`src/rtl/idx_agen_pkg.sv`:
```
package idx_agen_pkg;

    localparam int ADDR_W  = 16;
    localparam int BYTE_W  = 8;
    localparam int N_IDX   = 4;
    localparam int SEL_W   = $clog2(N_IDX);
    localparam int MODE_W  = 4;
    localparam int SHORT_W = 5;
    localparam int XCYC_W  = 2;
    localparam int NB_W    = 2;

    // Long-form mode codes
    localparam logic [MODE_W-1:0] MD_POST1 = 4'h0;
    localparam logic [MODE_W-1:0] MD_POST2 = 4'h1;
    localparam logic [MODE_W-1:0] MD_PRE1  = 4'h2;
    localparam logic [MODE_W-1:0] MD_PRE2  = 4'h3;
    localparam logic [MODE_W-1:0] MD_PLAIN = 4'h4;
    localparam logic [MODE_W-1:0] MD_ACCB  = 4'h5;
    localparam logic [MODE_W-1:0] MD_ACCA  = 4'h6;
    localparam logic [MODE_W-1:0] MD_EXT8  = 4'h8;
    localparam logic [MODE_W-1:0] MD_EXT16 = 4'h9;
    localparam logic [MODE_W-1:0] MD_ACCD  = 4'hB;
    localparam logic [MODE_W-1:0] MD_PC8   = 4'hC;
    localparam logic [MODE_W-1:0] MD_PC16  = 4'hD;
    localparam logic [MODE_W-1:0] MD_ONES  = 4'hE;
    localparam logic [MODE_W-1:0] MD_ABS   = 4'hF;

    typedef enum logic [2:0] {
        BASE_IDX, BASE_PC, BASE_ZERO, BASE_ONES, BASE_EXT
    } base_e;

    typedef enum logic [3:0] {
        OFS_NONE, OFS_SHORT, OFS_ACC_A, OFS_ACC_B, OFS_ACC_D,
        OFS_EXT8, OFS_EXT16, OFS_DEC1, OFS_DEC2
    } ofs_e;

    typedef enum logic [1:0] {
        UPD_INC1, UPD_INC2, UPD_DEC1, UPD_DEC2
    } upd_e;

    typedef enum logic [2:0] {
        ST_IDLE, ST_EXT, ST_CALC, ST_PTR_HI, ST_PTR_LO
    } state_e;

    typedef struct packed {
        logic [SEL_W-1:0]   rsel;
        base_e              base;
        ofs_e               ofs;
        logic [SHORT_W-1:0] short_ofs;
        logic [NB_W-1:0]    ext_bytes;
        logic               indirect;
        logic [XCYC_W-1:0]  extra;
        logic               upd_en;
        upd_e               upd;
    } decode_t;

    function automatic logic [ADDR_W-1:0] sext_short(input logic [SHORT_W-1:0] v);
        return {{(ADDR_W-SHORT_W){v[SHORT_W-1]}}, v};
    endfunction

    function automatic logic [ADDR_W-1:0] sext_byte(input logic [BYTE_W-1:0] v);
        return {{(ADDR_W-BYTE_W){v[BYTE_W-1]}}, v};
    endfunction

    // Modes that cost one cycle beyond the long-form base cycle
    function automatic logic costs_more(input logic [MODE_W-1:0] m);
        return (m == MD_POST2) || (m == MD_PRE2) || (m == MD_EXT16) ||
               (m == MD_ACCD)  || (m == MD_PC16);
    endfunction

endpackage

```
`src/rtl/idx_agen_decode.sv`:
```
module idx_agen_decode
    import idx_agen_pkg::*;
(
    input  logic [BYTE_W-1:0] postbyte,
    output decode_t           dec
);

    logic [MODE_W-1:0] mode;
    assign mode = postbyte[MODE_W-1:0];

    always_comb begin
        dec           = '0;
        dec.base      = BASE_IDX;
        dec.ofs       = OFS_NONE;
        dec.upd       = UPD_INC1;
        dec.rsel      = postbyte[6:5];
        if (!postbyte[7]) begin
            dec.ofs       = OFS_SHORT;
            dec.short_ofs = postbyte[SHORT_W-1:0];
        end else begin
            dec.indirect = postbyte[4];
            dec.extra    = costs_more(mode) ? XCYC_W'(2) : XCYC_W'(1);
            case (mode)
                MD_POST1: begin dec.upd_en = 1'b1; dec.upd = UPD_INC1; end
                MD_POST2: begin dec.upd_en = 1'b1; dec.upd = UPD_INC2; end
                MD_PRE1:  begin dec.upd_en = 1'b1; dec.upd = UPD_DEC1; dec.ofs = OFS_DEC1; end
                MD_PRE2:  begin dec.upd_en = 1'b1; dec.upd = UPD_DEC2; dec.ofs = OFS_DEC2; end
                MD_PLAIN: dec.ofs = OFS_NONE;
                MD_ACCB:  dec.ofs = OFS_ACC_B;
                MD_ACCA:  dec.ofs = OFS_ACC_A;
                MD_ACCD:  dec.ofs = OFS_ACC_D;
                MD_EXT8:  begin dec.ofs = OFS_EXT8;  dec.ext_bytes = NB_W'(1); end
                MD_EXT16: begin dec.ofs = OFS_EXT16; dec.ext_bytes = NB_W'(2); end
                MD_PC8:   begin dec.base = BASE_PC; dec.ofs = OFS_EXT8;  dec.ext_bytes = NB_W'(1); end
                MD_PC16:  begin dec.base = BASE_PC; dec.ofs = OFS_EXT16; dec.ext_bytes = NB_W'(2); end
                MD_ABS:   begin dec.base = BASE_EXT; dec.ext_bytes = NB_W'(2); end
                MD_ONES:  dec.base = BASE_ONES;
                default:  dec.base = BASE_ZERO;
            endcase
        end
    end

endmodule

```
`src/rtl/idx_agen_calc.sv`:
```
module idx_agen_calc
    import idx_agen_pkg::*;
(
    input  decode_t            dec,
    input  logic [ADDR_W-1:0]  idx_val,
    input  logic [ADDR_W-1:0]  pc_val,
    input  logic [BYTE_W-1:0]  acc_a,
    input  logic [BYTE_W-1:0]  acc_b,
    input  logic [ADDR_W-1:0]  ext_word,
    output logic [ADDR_W-1:0]  ea,
    output logic [ADDR_W-1:0]  upd_val
);

    logic [ADDR_W-1:0] pc_after;
    logic [ADDR_W-1:0] base_val;
    logic [ADDR_W-1:0] ofs_val;

    // PC-relative forms see the counter after the extension bytes
    assign pc_after = pc_val + ADDR_W'(dec.ext_bytes);

    always_comb begin
        case (dec.base)
            BASE_PC:   base_val = pc_after;
            BASE_ZERO: base_val = '0;
            BASE_ONES: base_val = '1;
            BASE_EXT:  base_val = ext_word;
            default:   base_val = idx_val;
        endcase
    end

    always_comb begin
        case (dec.ofs)
            OFS_SHORT: ofs_val = sext_short(dec.short_ofs);
            OFS_ACC_A: ofs_val = sext_byte(acc_a);
            OFS_ACC_B: ofs_val = sext_byte(acc_b);
            OFS_ACC_D: ofs_val = {acc_a, acc_b};
            OFS_EXT8:  ofs_val = sext_byte(ext_word[BYTE_W-1:0]);
            OFS_EXT16: ofs_val = ext_word;
            OFS_DEC1:  ofs_val = '1;
            OFS_DEC2:  ofs_val = {{(ADDR_W-1){1'b1}}, 1'b0};
            default:   ofs_val = '0;
        endcase
    end

    assign ea = base_val + ofs_val;

    always_comb begin
        case (dec.upd)
            UPD_INC2: upd_val = idx_val + ADDR_W'(2);
            UPD_DEC1: upd_val = idx_val - ADDR_W'(1);
            UPD_DEC2: upd_val = idx_val - ADDR_W'(2);
            default:  upd_val = idx_val + ADDR_W'(1);
        endcase
    end

endmodule

```
`src/rtl/idx_agen.sv`:
```
module idx_agen
    import idx_agen_pkg::*;
(
    input  logic                clk,
    input  logic                rst,
    input  logic                start,
    input  logic [BYTE_W-1:0]   postbyte,
    input  logic [ADDR_W-1:0]   idx0,
    input  logic [ADDR_W-1:0]   idx1,
    input  logic [ADDR_W-1:0]   idx2,
    input  logic [ADDR_W-1:0]   idx3,
    input  logic [BYTE_W-1:0]   acc_a,
    input  logic [BYTE_W-1:0]   acc_b,
    input  logic [ADDR_W-1:0]   pc_in,
    output logic                ext_req,
    input  logic                ext_valid,
    input  logic [BYTE_W-1:0]   ext_byte,
    output logic                mem_req,
    output logic [ADDR_W-1:0]   mem_addr,
    input  logic                mem_ready,
    input  logic [BYTE_W-1:0]   mem_rdata,
    output logic                busy,
    output logic                done,
    output logic [ADDR_W-1:0]   ea,
    output logic                wb_en,
    output logic [SEL_W-1:0]    wb_sel,
    output logic [ADDR_W-1:0]   wb_value,
    output logic [XCYC_W-1:0]   extra_cycles,
    output logic [NB_W-1:0]     ext_used
);

    state_e            state;
    logic [BYTE_W-1:0] pb_q;
    logic [ADDR_W-1:0] reg_q;
    logic [BYTE_W-1:0] a_q, b_q;
    logic [ADDR_W-1:0] pc_q;
    logic [ADDR_W-1:0] ext_q;
    logic [NB_W-1:0]   ext_cnt;
    logic [ADDR_W-1:0] ptr_q;
    logic [BYTE_W-1:0] hi_q;
    logic              wb_pend;

    logic [ADDR_W-1:0] idx_arr [N_IDX];
    logic [BYTE_W-1:0] dec_in;
    decode_t           dec;
    logic [ADDR_W-1:0] calc_ea;
    logic [ADDR_W-1:0] calc_upd;
    logic [NB_W-1:0]   ext_cnt_nx;

    assign idx_arr[0] = idx0;
    assign idx_arr[1] = idx1;
    assign idx_arr[2] = idx2;
    assign idx_arr[3] = idx3;

    // Live postbyte while idle so the first state choice needs no extra cycle
    assign dec_in = (state == ST_IDLE) ? postbyte : pb_q;

    idx_agen_decode u_decode (
        .postbyte (dec_in),
        .dec      (dec)
    );

    idx_agen_calc u_calc (
        .dec      (dec),
        .idx_val  (reg_q),
        .pc_val   (pc_q),
        .acc_a    (a_q),
        .acc_b    (b_q),
        .ext_word (ext_q),
        .ea       (calc_ea),
        .upd_val  (calc_upd)
    );

    assign ext_cnt_nx = ext_cnt + NB_W'(1);
    assign busy       = (state != ST_IDLE);
    assign ext_req    = (state == ST_EXT);
    assign mem_req    = (state == ST_PTR_HI) || (state == ST_PTR_LO);
    assign mem_addr   = (state == ST_PTR_LO) ? ptr_q + ADDR_W'(1) : ptr_q;

    always_ff @(posedge clk) begin
        if (rst) begin
            state        <= ST_IDLE;
            pb_q         <= '0;
            reg_q        <= '0;
            a_q          <= '0;
            b_q          <= '0;
            pc_q         <= '0;
            ext_q        <= '0;
            ext_cnt      <= '0;
            ptr_q        <= '0;
            hi_q         <= '0;
            wb_pend      <= 1'b0;
            done         <= 1'b0;
            ea           <= '0;
            wb_en        <= 1'b0;
            wb_sel       <= '0;
            wb_value     <= '0;
            extra_cycles <= '0;
            ext_used     <= '0;
        end else begin
            done  <= 1'b0;
            wb_en <= 1'b0;
            case (state)
                ST_IDLE: begin
                    if (start) begin
                        pb_q    <= postbyte;
                        reg_q   <= idx_arr[postbyte[6:5]];
                        a_q     <= acc_a;
                        b_q     <= acc_b;
                        pc_q    <= pc_in;
                        ext_q   <= '0;
                        ext_cnt <= '0;
                        state   <= (dec.ext_bytes != '0) ? ST_EXT : ST_CALC;
                    end
                end
                ST_EXT: begin
                    if (ext_valid) begin
                        ext_q   <= {ext_q[ADDR_W-BYTE_W-1:0], ext_byte};
                        ext_cnt <= ext_cnt_nx;
                        if (ext_cnt_nx == dec.ext_bytes) state <= ST_CALC;
                    end
                end
                ST_CALC: begin
                    ptr_q        <= calc_ea;
                    wb_pend      <= dec.upd_en;
                    wb_sel       <= dec.rsel;
                    wb_value     <= calc_upd;
                    extra_cycles <= dec.extra;
                    ext_used     <= ext_cnt;
                    if (dec.indirect) begin
                        state <= ST_PTR_HI;
                    end else begin
                        ea    <= calc_ea;
                        done  <= 1'b1;
                        wb_en <= dec.upd_en;
                        state <= ST_IDLE;
                    end
                end
                ST_PTR_HI: begin
                    if (mem_ready) begin
                        hi_q  <= mem_rdata;
                        state <= ST_PTR_LO;
                    end
                end
                ST_PTR_LO: begin
                    if (mem_ready) begin
                        ea    <= {hi_q, mem_rdata};
                        done  <= 1'b1;
                        wb_en <= wb_pend;
                        state <= ST_IDLE;
                    end
                end
                default: state <= ST_IDLE;
            endcase
        end
    end

    // completion is a single-cycle pulse and leaves the block idle
    p_done_pulse_r10: assert property (@(posedge clk) disable iff (rst)
        done |=> !done);
    p_done_idle_r10: assert property (@(posedge clk) disable iff (rst)
        done |-> !busy);
    // write-back strobe only accompanies completion
    p_wb_with_done_r3: assert property (@(posedge clk) disable iff (rst)
        wb_en |-> done);
    // a pending read keeps its request and address
    p_mem_hold_r11: assert property (@(posedge clk) disable iff (rst)
        (mem_req && !mem_ready) |=> (mem_req && $stable(mem_addr)));
    // a pending extension request is not withdrawn
    p_ext_hold_r11: assert property (@(posedge clk) disable iff (rst)
        (ext_req && !ext_valid) |=> ext_req);
    // the low pointer byte follows the high byte address
    p_ptr_next_r8: assert property (@(posedge clk) disable iff (rst)
        (state == ST_PTR_LO && $past(state) == ST_PTR_HI) |-> mem_addr == $past(mem_addr) + ADDR_W'(1));
    // extra cycle count never exceeds two
    p_extra_range_r9: assert property (@(posedge clk) disable iff (rst)
        done |-> (extra_cycles != 2'd3));
    // never ask for bytes and memory at once
    p_req_excl_r11: assert property (@(posedge clk) disable iff (rst)
        !(ext_req && mem_req));

endmodule

```
`config.mk`:
```
export PLATFORM = sky130hd
export DESIGN_NAME = idx_agen
export DESIGN_NICKNAME = d
export VERILOG_FILES = /design/src/rtl/idx_agen_pkg.sv /design/src/rtl/idx_agen_decode.sv /design/src/rtl/idx_agen_calc.sv /design/src/rtl/idx_agen.sv
export SDC_FILE = /design/constraint.sdc
export NUM_CORES = 1
export LEC_CHECK = 0
export BUFFER_PORTS_ARGS = -buffer_cell sky130_fd_sc_hd__buf_2
export CAP_MARGIN = 10
export CELL_PAD_IN_SITES_DETAIL_PLACEMENT = 0
export CELL_PAD_IN_SITES_GLOBAL_PLACEMENT = 2
export CORE_AREA = 8 8 201 203
export DETAILED_ROUTE_END_ITERATION = 8
export DIE_AREA = 0 0 209 211
export HOLD_SLACK_MARGIN = 0.03
export PLACE_DENSITY = 0.75
export SYNTH_ARGS = -nofsm -noshare
export SYNTH_HDL_FRONTEND = slang
export SYNTH_SLANG_ARGS = --single-unit
```
`constraint.sdc`:
```
create_clock -name clk -period 15.3 [get_ports clk]
set_clock_uncertainty 0.15 [all_clocks]
set_input_delay 0.765 -clock clk [delete_from_list [all_inputs] [get_ports clk]]
set_output_delay 0.765 -clock clk [all_outputs]
set_load 0.03 [all_outputs]
```
==> flow_summary.yaml <==
outcome:
  outcome: "completed"
sta:
  setup_viol: 0
  tightest_slew_ns: 0.9646
  period_needed_ns: 5.857
  grt_setup_unrepaired: "no"
  max_slew_margin: 0.3520
  final-hold-violation-count: 0
  drv_slew: 0
  fin_tns_setup_ns: 0
  fmax_mhz: 170.7
  layout_setup_ws_ns: 9.443
  fin_crit_sh: 0.3828
die:
  dieWidth_um: 209
  start_util: 0.2477
  rows: 71
  die_h_um: 211
  dieArea_sq_um: 44100
  io-pin-count: 184
  core_region_area_sq_um: 37130
power:
  ir_drop_uv: 83.12
  p_int_mw: 1.009
  clkPwrFrac: 0.208
  netSwitchingPower_uw: 958.6
  seqPwrFrac: 0.282
  total_leakage_power_nw: 4.616
  p_comb_frac: 0.510
  swShare: 0.4872
  power_density_nw_per_um2: 177.7
  p_total_mw: 1.967
clock_network:
  cts_inserted_buffers: 17
  cts.sinks: 142
  cts_root_buf: "clkbuf_16"
  htreeDepth: 4
  clk_pin_slew_ns: 0.07
  cts-resized-gates: 0
  postCtsSetupRepairBufs: 0
  postCtsHoldBufs: 0
  insertion_delay_ns: 0.45
  clockBufferDepth: 2
  cts_tree: "yes"
placed_design:
  dp_slack_ns: 9.531
  post_dp_cell_area_sq_um: 10510
  post-dp-hpwl_um: 27610
  finalWeightedCongestion: 0.9104
  place.port_buffers: 183
routing:
  drt_iter0_markers: 611
  num_vias: 9095
  wire_per_inst_um: 19.23
  drtAntennaViolNets: 0
  drt_wl_total_um: 34920
  firstDrtPassIters: 5
  drt-vias-per-instance: 5.008
  drc_errors: 0
synth:
  synth_flop_cell: "dfxtp_1"
  ys_warn_count: 0
  yosys.area.top_type_share: 0.3091
  ys_seq_area_frac: 0.3091
  synthTopCellsByArea: "dfxtp_1 (31%), nand2_1 (11%), a21oi_1 (7.8%)"
  async_flop_share: 0
  synth_top_cell_by_area: "dfxtp_1"
  syn_avg_cell_area_sq_um: 7.761
  synth_nets: 1359
  netlist-cell-type-count: 79
  synthesis.area_sq_um: 9196
  synth_seq_cells: 142
  synth-edff-count: 0
  synthCells: 1185
critical_path:
  worstPathRequired_ns: 15.51
  critical_path_arrival_ns: 6.06
  worstSetupPathType: "flop to flop"
  cp-start-kind: "flop"
  endpoint_kind: "flop"
  crit_fanout: 19
grt:
  grt_pass1_wl_um: 53550
  grt_pass1_vias: 8911
  grt_usage: 0.1560
  grt_max_degree: 72
  antenna_found_initial: 1
  overflow: 0
hold_path:
  hp-class: "flop to flop"
layout:
  finalInstanceArea_sq_um: 11070
  nets: 1503
  drive_above_1_share: 0.2049
  area_delta_synth_final_pct: 20.41
  diodes: 0
run:
  cap_violations: 0
==> final cells by class <==
| class | count | area, sq um |
|---|---|---|
| inverters | 16 | 60.06 |
| clock buffers | 17 | 425.4 |
| flip-flops and latches | 142 | 2843 |
| well taps | 474 | 593.1 |
| clock inverters | 15 | 136.4 |
| multi-input cells | 958 | 6015 |
| fillers | 4060 | 26060 |
| repair buffers | 194 | 1001 |
==> cell families (layout without fill, tap and decap cells) <==
kind of cell | count (synthesis) | in the layout | synth area share
AND/OR/NAND/NOR | 487 | 487 | 0.2361
AO/OA/AOI/OAI | 334 | 334 | 0.2373
flip-flops | 142 | 142 | 0.3091
buffers and inverters | 85 | 242 | 0.03837
XOR/XNOR | 63 | 63 | 0.06000
adder cells (fa/ha/maj) | 49 | 49 | 0.06993
multiplexers | 25 | 25 | 0.04925
==> cell usage in the layout (no fill, tap or decap), types with 13 or more instances in the layout <==
| master | netlist | layout |
|---|---|---|
| mux4_2 | 16 | 16 |
| nor3_1 | 20 | 19 |
| xnor2_1 | 48 | 48 |
| buf_2 | 3 | 182 |
| inv_1 | 14 | 14 |
| nand3_1 | 21 | 21 |
| o21ai_0 | 35 | 35 |
| a211oi_1 | 19 | 19 |
| a21o_1 | 16 | 16 |
| dfxtp_1 | 142 | 142 |
| ha_1 | 45 | 45 |
| a311oi_1 | 13 | 13 |
| nand2_1 | 261 | 261 |
| a21oi_1 | 143 | 143 |
| a22oi_1 | 32 | 32 |
| clkbuf_16 | 0 | 17 |
| nor2_1 | 107 | 107 |
| xor2_1 | 15 | 15 |
==> worst max-delay path, stage by stage, from the launching register on <==
cell and delay [ns]:
dfxtp_1 0.56, nor3_4 0.54, inv_2 0.19, mux2i_1 0.29, and2_1 0.55, or2_1 0.28
ha_1 0.26, a21oi_1 0.31, nor2_1 0.13, nand2_1 0.10, xor2_1 0.15, nor2_1 0.06
a21oi_1 0.15, a21oi_1 0.11, ha_1 0.38, a21o_1 0.21, a21o_1 0.17, a21oi_1 0.22
a21oi_1 0.14, a31oi_1 0.27, xnor2_1 0.18, nand2_1 0.08, a311oi_1 0.28
==> final timing paths <==
kind                                from         to  slack, ns  cells past startpoint
worst max-delay path            state[0]     ea[13]       9.44                     22
worst min register to register   pb_q[5]  wb_sel[0]       0.30                      2
worst max register to register  state[0]     ea[13]       9.44                     22
worst min-delay path             pb_q[5]  wb_sel[0]       0.30                      2
==> flip-flops by register name, indices dropped and copies added (netlist names) <==
register and count:
ea 16, ext_q 16, pc_q 16, ptr_q 16, reg_q 16, wb_value 16
a_q 8, b_q 8, hi_q 8, pb_q 8, state 3, ext_cnt 2
ext_used 2, extra_cycles 2, wb_sel 2, done 1, wb_en 1, wb_pend 1
==> metrics by stage <==
step           hold slack (ns)  std cells    util
5_1_grt                 0.3226       1816  0.2982
3_5_place_dp            0.2967       1784  0.2831
6_report                0.3008       1816  0.2982
4_1_cts                 0.3059       1816  0.2982
3_3_place_gp            0.2923       1784  0.2831
2_1_floorplan           0.2822       1185       -
==> power by group through the flow <==
stage               Sequential [mW]  Combinational [mW]  Clock [mW]
floorplan                     0.583               0.655           0
global placement              0.562                1.00           0
detailed placement            0.565                1.01           0
CTS                           0.557                1.01       0.421
global route                  0.570                1.10       0.434
finish                        0.556                1.00       0.408
==> Yosys cell counts (all sizes together) (5+ instances only) <==
| cell type | number |
|---|---|
| and3 | 11 |
| or3 | 7 |
| nand2 | 265 |
| o21bai | 5 |
| xor2 | 15 |
| a21o | 16 |
| a211oi | 19 |
| mux4 | 16 |
| nand4 | 9 |
| a311oi | 13 |
| nor3 | 22 |
| nand2b | 5 |
| o31ai | 8 |
| o21ai | 37 |
| a221o | 8 |
| xnor2 | 48 |
| o211ai | 9 |
| clkbuf | 52 |
| a22oi | 32 |
| nor2 | 108 |
| buf | 17 |
| a221oi | 7 |
| nor2b | 9 |
| inv | 16 |
| o21a | 6 |
| and2 | 8 |
| nand3 | 21 |
| a31oi | 6 |
| ha | 45 |
| mux2i | 7 |
| dfxtp | 142 |
| a21oi | 143 |
==> routing by layer <==
layer / global-route usage / vias to the layer above / wire (um)
li1: - / 4530 / -
met1: 0.2212 / 4261 / 17820
met2: 0.2365 / 270 / 14890
met3: 0.03145 / 32 / 1663
met4: 0.04447 / 2 / 539
met5: 0 / - / 10
No activity file was read; power rests on OpenSTA's default activity.
